==> src/rtl/dl_pkg.sv <==
package dl_pkg;

    typedef enum logic [1:0] {
        ST_LEN_HI = 2'd0,
        ST_LEN_LO = 2'd1,
        ST_STORE  = 2'd2,
        ST_NOTIFY = 2'd3
    } dl_state_t;

endpackage

==> src/rtl/dl_strobe_edge.sv <==
module dl_strobe_edge (
    input  logic clk,
    input  logic rst_n,
    input  logic level_in,
    output logic rise_pulse
);

    logic level_q;

    always_ff @(posedge clk or negedge rst_n) begin
        if (!rst_n) begin
            level_q <= 1'b1;
        end else begin
            level_q <= level_in;
        end
    end

    assign rise_pulse = level_in & ~level_q;

    assert_rise_isolated_R4: assert property (@(posedge clk) disable iff (!rst_n)
        rise_pulse |=> !rise_pulse);

endmodule

==> src/rtl/dl_len_counter.sv <==
module dl_len_counter #(
    parameter int DATA_W = 8
) (
    input  logic              clk,
    input  logic              rst_n,
    input  logic [DATA_W-1:0] byte_in,
    input  logic              load_upper,
    input  logic              load_lower,
    input  logic              step_down,
    output logic              hdr_zero,
    output logic              at_last
);

    localparam int LEN_W = 2 * DATA_W;

    logic [LEN_W-1:0] remain_q;

    always_ff @(posedge clk or negedge rst_n) begin
        if (!rst_n) begin
            remain_q <= '0;
        end else if (load_upper) begin
            remain_q[LEN_W-1:DATA_W] <= byte_in;
        end else if (load_lower) begin
            remain_q[DATA_W-1:0] <= byte_in;
        end else if (step_down) begin
            remain_q <= remain_q - LEN_W'(1);
        end
    end

    assign hdr_zero = (remain_q[LEN_W-1:DATA_W] == '0) && (byte_in == '0);
    assign at_last  = (remain_q == LEN_W'(1));

    assert_no_underflow_R5: assert property (@(posedge clk) disable iff (!rst_n)
        step_down |-> (remain_q != '0));

endmodule

==> src/rtl/dl_addr_counter.sv <==
module dl_addr_counter #(
    parameter int ADDR_W = 16
) (
    input  logic              clk,
    input  logic              rst_n,
    input  logic              clear,
    input  logic              advance,
    output logic [ADDR_W-1:0] addr
);

    always_ff @(posedge clk or negedge rst_n) begin
        if (!rst_n) begin
            addr <= '0;
        end else if (clear) begin
            addr <= '0;
        end else if (advance) begin
            addr <= addr + ADDR_W'(1);
        end
    end

endmodule

==> src/rtl/dl_fsm.sv <==
module dl_fsm
    import dl_pkg::*;
(
    input  logic      clk,
    input  logic      rst_n,
    input  logic      byte_strobe,
    input  logic      restart,
    input  logic      hdr_zero,
    input  logic      at_last,
    output dl_state_t state,
    output logic      load_upper,
    output logic      load_lower,
    output logic      store,
    output logic      addr_clear
);

    dl_state_t state_d;

    always_ff @(posedge clk or negedge rst_n) begin
        if (!rst_n) begin
            state <= ST_LEN_HI;
        end else begin
            state <= state_d;
        end
    end

    always_comb begin
        state_d    = state;
        load_upper = 1'b0;
        load_lower = 1'b0;
        store      = 1'b0;
        addr_clear = 1'b0;
        if (restart) begin
            state_d = ST_LEN_HI;
        end else begin
            unique case (state)
                ST_LEN_HI: begin
                    if (byte_strobe) begin
                        load_upper = 1'b1;
                        addr_clear = 1'b1;
                        state_d    = ST_LEN_LO;
                    end
                end
                ST_LEN_LO: begin
                    if (byte_strobe) begin
                        load_lower = 1'b1;
                        state_d    = hdr_zero ? ST_NOTIFY : ST_STORE;
                    end
                end
                ST_STORE: begin
                    if (byte_strobe) begin
                        store   = 1'b1;
                        state_d = at_last ? ST_NOTIFY : ST_STORE;
                    end
                end
                ST_NOTIFY: begin
                    state_d = ST_NOTIFY;
                end
                default: state_d = ST_LEN_HI;
            endcase
        end
    end

    assert_restart_to_header_R8: assert property (@(posedge clk) disable iff (!rst_n)
        restart |=> (state == ST_LEN_HI));

    assert_notify_sticky_R7: assert property (@(posedge clk) disable iff (!rst_n)
        (state == ST_NOTIFY && !restart) |=> (state == ST_NOTIFY));

endmodule

==> src/rtl/dl_write_ctrl.sv <==
module dl_write_ctrl
    import dl_pkg::*;
#(
    parameter int DATA_W = 8,
    parameter int ADDR_W = 16
) (
    input  logic              clk,
    input  logic              rst_n,
    input  logic [DATA_W-1:0] rx_byte,
    input  logic              rx_ready,
    input  logic              irq_ack,
    output logic [ADDR_W-1:0] mem_addr,
    output logic [DATA_W-1:0] mem_data,
    output logic              mem_we,
    output logic              irq
);

    logic              byte_strobe;
    logic              hdr_zero;
    logic              at_last;
    logic              load_upper;
    logic              load_lower;
    logic              store;
    logic              addr_clear;
    logic [ADDR_W-1:0] next_addr;
    dl_state_t         state;

    dl_strobe_edge u_edge (
        .clk        (clk),
        .rst_n      (rst_n),
        .level_in   (rx_ready),
        .rise_pulse (byte_strobe)
    );

    dl_fsm u_fsm (
        .clk         (clk),
        .rst_n       (rst_n),
        .byte_strobe (byte_strobe),
        .restart     (irq_ack),
        .hdr_zero    (hdr_zero),
        .at_last     (at_last),
        .state       (state),
        .load_upper  (load_upper),
        .load_lower  (load_lower),
        .store       (store),
        .addr_clear  (addr_clear)
    );

    dl_len_counter #(.DATA_W(DATA_W)) u_len (
        .clk        (clk),
        .rst_n      (rst_n),
        .byte_in    (rx_byte),
        .load_upper (load_upper),
        .load_lower (load_lower),
        .step_down  (store),
        .hdr_zero   (hdr_zero),
        .at_last    (at_last)
    );

    dl_addr_counter #(.ADDR_W(ADDR_W)) u_addr (
        .clk     (clk),
        .rst_n   (rst_n),
        .clear   (addr_clear),
        .advance (store),
        .addr    (next_addr)
    );

    always_ff @(posedge clk or negedge rst_n) begin
        if (!rst_n) begin
            mem_we   <= 1'b0;
            mem_addr <= '0;
            mem_data <= '0;
        end else begin
            mem_we <= store;
            if (store) begin
                mem_addr <= next_addr;
                mem_data <= rx_byte;
            end
        end
    end

    assign irq = (state == ST_NOTIFY);

    assert_single_write_R4: assert property (@(posedge clk) disable iff (!rst_n)
        mem_we |=> !mem_we);

    assert_irq_hold_R7: assert property (@(posedge clk) disable iff (!rst_n)
        (irq && !irq_ack) |=> irq);

    assert_ack_clears_R8: assert property (@(posedge clk) disable iff (!rst_n)
        irq_ack |=> (!irq && !mem_we));

    assert_no_write_when_idle_R7: assert property (@(posedge clk) disable iff (!rst_n)
        irq |=> !mem_we);

endmodule

==> config.mk <==
export PLATFORM = sky130hd
export DESIGN_NAME = dl_write_ctrl
export DESIGN_NICKNAME = d
export VERILOG_FILES = /design/src/rtl/dl_pkg.sv /design/src/rtl/dl_strobe_edge.sv /design/src/rtl/dl_len_counter.sv /design/src/rtl/dl_addr_counter.sv /design/src/rtl/dl_fsm.sv /design/src/rtl/dl_write_ctrl.sv
export SDC_FILE = /design/constraint.sdc
export NUM_CORES = 1
export LEC_CHECK = 0
export BUFFER_PORTS_ARGS = -buffer_cell sky130_fd_sc_hd__buf_2
export CAP_MARGIN = 10
export CORE_MARGIN = 1
export CORE_UTILIZATION = 25
export DETAILED_ROUTE_END_ITERATION = 10
export GPL_TIMING_DRIVEN = 0
export PLACE_DENSITY = 0.48
export SLEW_MARGIN = 15
export SYNTH_ARGS = -nofsm -noshare
export SYNTH_HDL_FRONTEND = slang
export SYNTH_SLANG_ARGS = --single-unit
==> constraint.sdc <==
create_clock -name clk -period 3.33 [get_ports clk]
set_clock_uncertainty 0.2 [all_clocks]
set_input_delay 0.1665 -clock clk [delete_from_list [all_inputs] [get_ports clk]]
set_output_delay 0.1665 -clock clk [all_outputs]
set_load 0.05 [all_outputs]
* Word-level counts from Yosys, hierarchy flattened
Cells that the tools add are included.
** Storage, ports and cells
- Register bits after elaboration :: 60
- Output and inout bits :: 26
- Logic and storage cells :: 50
** Cells by class
- $add $sub $neg :: 2
- Equality and inequality tests :: 8
- Multiplexer cells :: 20
- Bitwise operators :: 3
- Reduce and logical (&&, ||, !) cells :: 9
** Operator list (count)
- 16-bit two-way mux :: 3
- 8-bit two-way mux :: 3
- 16-bit by 1-bit adder with 16-bit output (second input constant) :: 1
- 16-bit by 1-bit == test with 1-bit output (second input constant) :: 1
- 8-bit logical NOT :: 2
- 16-bit by 1-bit subtractor with 16-bit output (second input constant) :: 1
- 1-bit two-way mux :: 9
- 3-bit inequality test (second input constant) :: 3
- 2-bit two-way mux :: 4
- 2-bit one-hot mux with 4 select lines :: 1
- 2-bit == test (second input constant) :: 2
- 2-bit AND reduction :: 2
- 2-bit nonzero test :: 2
- 3-bit AND reduction :: 1
- 2-bit by 1-bit == test with 1-bit output (second input constant) :: 1
- 2-bit logical NOT :: 1
- 2-bit by 1-bit inequality test with 1-bit output (second input constant) :: 1
- 1-bit NOT :: 2
- 1-bit bitwise AND :: 1
- 1-bit logical AND :: 1

* Longest topological paths before layout
- Depth in word-level cells :: 8
- Depth in mapped cells :: 6
- Gate-level depth less buffers :: 6

* Modules after synthesis
From an unflattened synthesis, not the netlist that was laid out.
** Second synthesis, totals
- Cells, all modules :: 272
- Area total of the unflattened synthesis :: 3161.8 um^2
** Modules (own cells, without submodules)
- dl_len_counter :: instances 1, cells each 123, area an instance 1099.8 um^2
- dl_write_ctrl :: instances 1, cells each 53, area an instance 1028.5 um^2
- dl_addr_counter :: instances 1, cells each 82, area an instance 872.1 um^2
- dl_fsm :: instances 1, cells each 12, area an instance 121.4 um^2
- dl_strobe_edge :: instances 1, cells each 2, area an instance 40.0 um^2

* Worst setup path before layout
Ideal clock, no wire load.
- Path kind :: register to register
- Start point :: register u_fsm.state[0]
- End point :: register u_addr.addr[15]
- Library setup time :: 0.078 ns
- Data arrival time :: 2.255 ns
- Required time :: 3.052 ns
- Setup slack :: 0.797 ns
- Cell stages (with the launch flop) :: 7
- Clock period less this slack :: 2.533 ns
- Cells stage by stage :: dfrtp_1 -> or4b_1 -> clkbuf_2 -> or4_1 -> buf_2 -> or4_1 -> a21oi_1
** On the way
- Word-level cells in the longest chain between the ends :: 4
- Elaborated cells on any way between the ends :: 8
- Classes of those cells :: eq/ne: 1; mux: 5; reduce/logical: 2
** RTL lines
- start: declaration :: line dl_fsm.sv:10 : output dl_state_t state,
- start signal: assignment :: line dl_fsm.sv:23 : state <= state_d;
- 2-bit == test or 2-bit logical NOT (tied branches) :: line dl_fsm.sv:36 : unique case (state)
- 1-bit two-way mux :: line dl_fsm.sv:36
- 1-bit two-way mux :: line dl_fsm.sv:33 : if (restart) begin
- 2-bit nonzero test (no line) or 16-bit two-way mux (tied branches)
- end signal: assignment :: line dl_addr_counter.sv:17 : addr <= addr + ADDR_W'(1);
- end: declaration :: line dl_addr_counter.sv:8 : output logic [ADDR_W-1:0] addr
Parallel ways exist; a longest one is shown, timed or not.
A chain may end at the register's enable or synchronous reset.

* Final worst setup path
- Start point :: input irq_ack
- End point :: register u_addr.addr[15]
** On the way
- Word-level cells in the longest chain between the ends :: 2
- Elaborated cells on any way between the ends :: 4
- Classes of those cells :: mux: 3; reduce/logical: 1
** RTL lines
- start: declaration :: line dl_write_ctrl.sv:11 : input logic irq_ack,
- 1-bit two-way mux :: line dl_fsm.sv:33
- 16-bit two-way mux or 2-bit nonzero test (tied branches)
Parallel ways exist; a longest one is shown, timed or not.

==> flow_summary.ini <==
[drt]
vias = 2398
drt_iter0_markers = 120
wl_per_cell_um = 15.4
vias_per_cell = 4.91
postRouteAntennaNets = 0
first_pass_iters = 4
wirelength_um = 7510
drc = 0

[yosys]
yosysWarningCount = 0
ys_seq_area_share_pct = 51.8
synth_cells = 284
synth_seq_cells = 60
synth_edf_count = 0
synth_ff_type = dfrtp_1
syn_nets = 299
synth.avg_cell_area_um2 = 10.2
syn_area_um2 = 2900
async_flop_share_pct = 100
yosysUniqueCellTypes = 40

[global_routing]
grt_overflow = 0
antenna_found_initial = 0
grt_pass1_wl_um = 12300
grt_max_degree = 32
grtUsageTotal_pct = 13.6
grt_pass1_vias = 2289

[pwr]
peakVddDrop_mv = 0.332
power_frac_clock_pct = 44.6
power.leakage_nw = 1.66
p_per_area_nw_per_um2 = 585
seqPwrFrac_pct = 40.9
swShare_pct = 27.6
switching_power_mw = 0.600
p_comb_share_pct = 14.5
internal_power_mw = 1.57

[layout]
n_fill_cell = 1138
final_layout_size_suffix_gt1_share_pct = 22.1
fin_nets = 359
final_cell_mix = dfrtp_1, buf_2, nand2_1, o21ai_0, mux2_2
diodes = 0
syn_to_final_growth_pct = 28.0
layout_commonest_cell = dfrtp_1

[critical_path]
slowest_stage = dlygate4sd3_1
crit_type = input port to flop
required_ns = 3.37
crit_buf_inv = 4
end_kind = flop
cp.arrival_ns = 2.88
cp_max_fo = 9
timing.critical_path.cells = dlygate4sd3_1 -> buf_2 -> or4b_1 -> clkbuf_2 -> or4_1 -> buf_2 -> or4_1 -> a21oi_1
cpPeakStageDelay_ns = 0.54
startpoint_type = input port
crit_family = simple AND/OR/NAND/NOR gates

[floorplanning]
die_h_um = 110
dieWidth_um = 110
core.rowCount = 38
io_pins = 38
die-area_um2 = 12000
core_area_um2 = 11100
initial_utilization_pct = 26.2

[timing]
min_period_ns = 2.85
rsz0062_at_grt = false
tightest_slew_ns = 0.977
post-route-period-util_pct = 85.5
final_max_slew_viol_count = 0
tns_ns = 0
worst_hold_slack_ns = 0.117
max_slew_margin_pct = 34.2
finalSetupViolations = 0
hold_viol = 0
fmax_ghz = 0.351

[clocking]
cts.sinks = 60
cts_tree = built
cts_inserted_buffers = 9
clk_pin_slew_ns = 0.05
clk_latency_ns = 0.32
postCtsSetupBuffers = 0
postCtsHoldBufs = 11
cts_buffer_depth = 2
cts_resized = 0
clock-root-buffer = clkbuf_16
h-tree-depth = 3

[placed_design]
hpwl_um = 5210
routabilityCongestion = 0.840
io_buffer_count = 37

[worst_hold_path]
hold_class = input port to asynchronous set/reset pin

[job]
maxCapViolCount = 0

[outcome]
run_status = finished, final reports clean
==> layer usage <==
metal,track usage (%),wire (um)
met1,19.7,3770
met2,19.9,3370
met3,2.02,261
met4,6.29,108
met5,0,0
==> power groups by stage <==
stage / Combinational, mW / Clock [mW] / Sequential [mW]
2_1_floorplan: 0.140 / 0 / 0.953
5_1_grt: 0.346 / 1.03 / 0.899
6_report: 0.315 / 0.968 / 0.888
3_3_place_gp: 0.298 / 0 / 0.892
3_5_place_dp: 0.306 / 0 / 0.898
4_1_cts: 0.318 / 0.988 / 0.887
==> synthesized netlist by cell type (all sizes together), types with 4 or more instances <==
master / count / area share, %
a221o: 5 / 1.7
mux2i: 10 / 3.4
o21ai: 21 / 3.6
nor4: 4 / 0.86
o22ai: 6 / 1.3
buf: 4 / 0.56
nand3: 10 / 1.7
clkbuf: 12 / 1.6
mux2: 20 / 7.8
xor2: 5 / 1.5
or3: 13 / 2.8
a21oi: 12 / 2.1
nor2: 15 / 1.9
nand4: 10 / 2.2
nand2: 28 / 3.6
inv: 7 / 0.91
nor3: 11 / 1.9
dfrtp: 59 / 51
==> through the flow <==
step	std cells	setup WS, ns	power, mW	area [um2]	util [%]
after detailed placement	462	0.566	1.20	3300	29.8
after floorplan	284	0.797	1.09	2900	-
final	488	0.484	2.17	3710	33.5
after global routing	488	0.397	2.27	3710	33.5
after global placement	461	0.366	1.19	3260	29.4
after CTS	488	0.481	2.19	3710	33.5
==> path summary, 6_finish.rpt <==
| kind | start | endpoint | slack (ns) | cells after the start |
|---|---|---|---|---|
| worst min-delay path | rst_n | u_addr.addr[14] | 0.12 | 2 |
| min in group clk | mem_addr[7] | mem_addr[7] | 0.28 | 2 |
| max in group asynchronous | rst_n | u_len.remain_q[8] | 2.31 | 3 |
| worst max-delay path | irq_ack | u_addr.addr[15] | 0.48 | 8 |
| worst max register to register | u_fsm.state[0] | u_addr.addr[15] | 0.54 | 6 |
| worst min register to register | mem_addr[7] | mem_addr[7] | 0.28 | 2 |
==> area by class of cell <==
type / instances / area, um2 / share of cell area, %
Sequential cell: 60 / 1500 / 40.5
Multi-Input combinational cell: 201 / 1320 / 35.6
Timing Repair Buffer: 49 / 318 / 8.56
Clock buffer: 10 / 229 / 6.17
Tap cell: 140 / 175 / 4.72
Clock inverter: 5 / 77.6 / 2.09
Buffer: 16 / 62.6 / 1.68
Inverter: 7 / 26.3 / 0.708
==> cells by family (layout without fill, tap and decap cells) <==
logic type	after synthesis	count (layout)	share of synthesized area, %
XOR/XNOR	6	6	1.81
buffers and inverters	23	87	3.06
flip-flops	60	60	51.8
AND/OR/NAND/NOR	108	108	19.5
multiplexers	30	30	11.2
adder cells (fa/ha/maj)	3	3	1.29
AO/OA/AOI/OAI	54	54	11.3
==> sequential cells by signal, indices dropped and copies added, names as in the netlist <==
register,count
u_addr.addr,16
mem_data,8
u_edge.level_q,1
mem_addr,16
u_fsm.state,2
u_len.remain_q,16
mem_we,1
(Power assumes the default switching activity.)
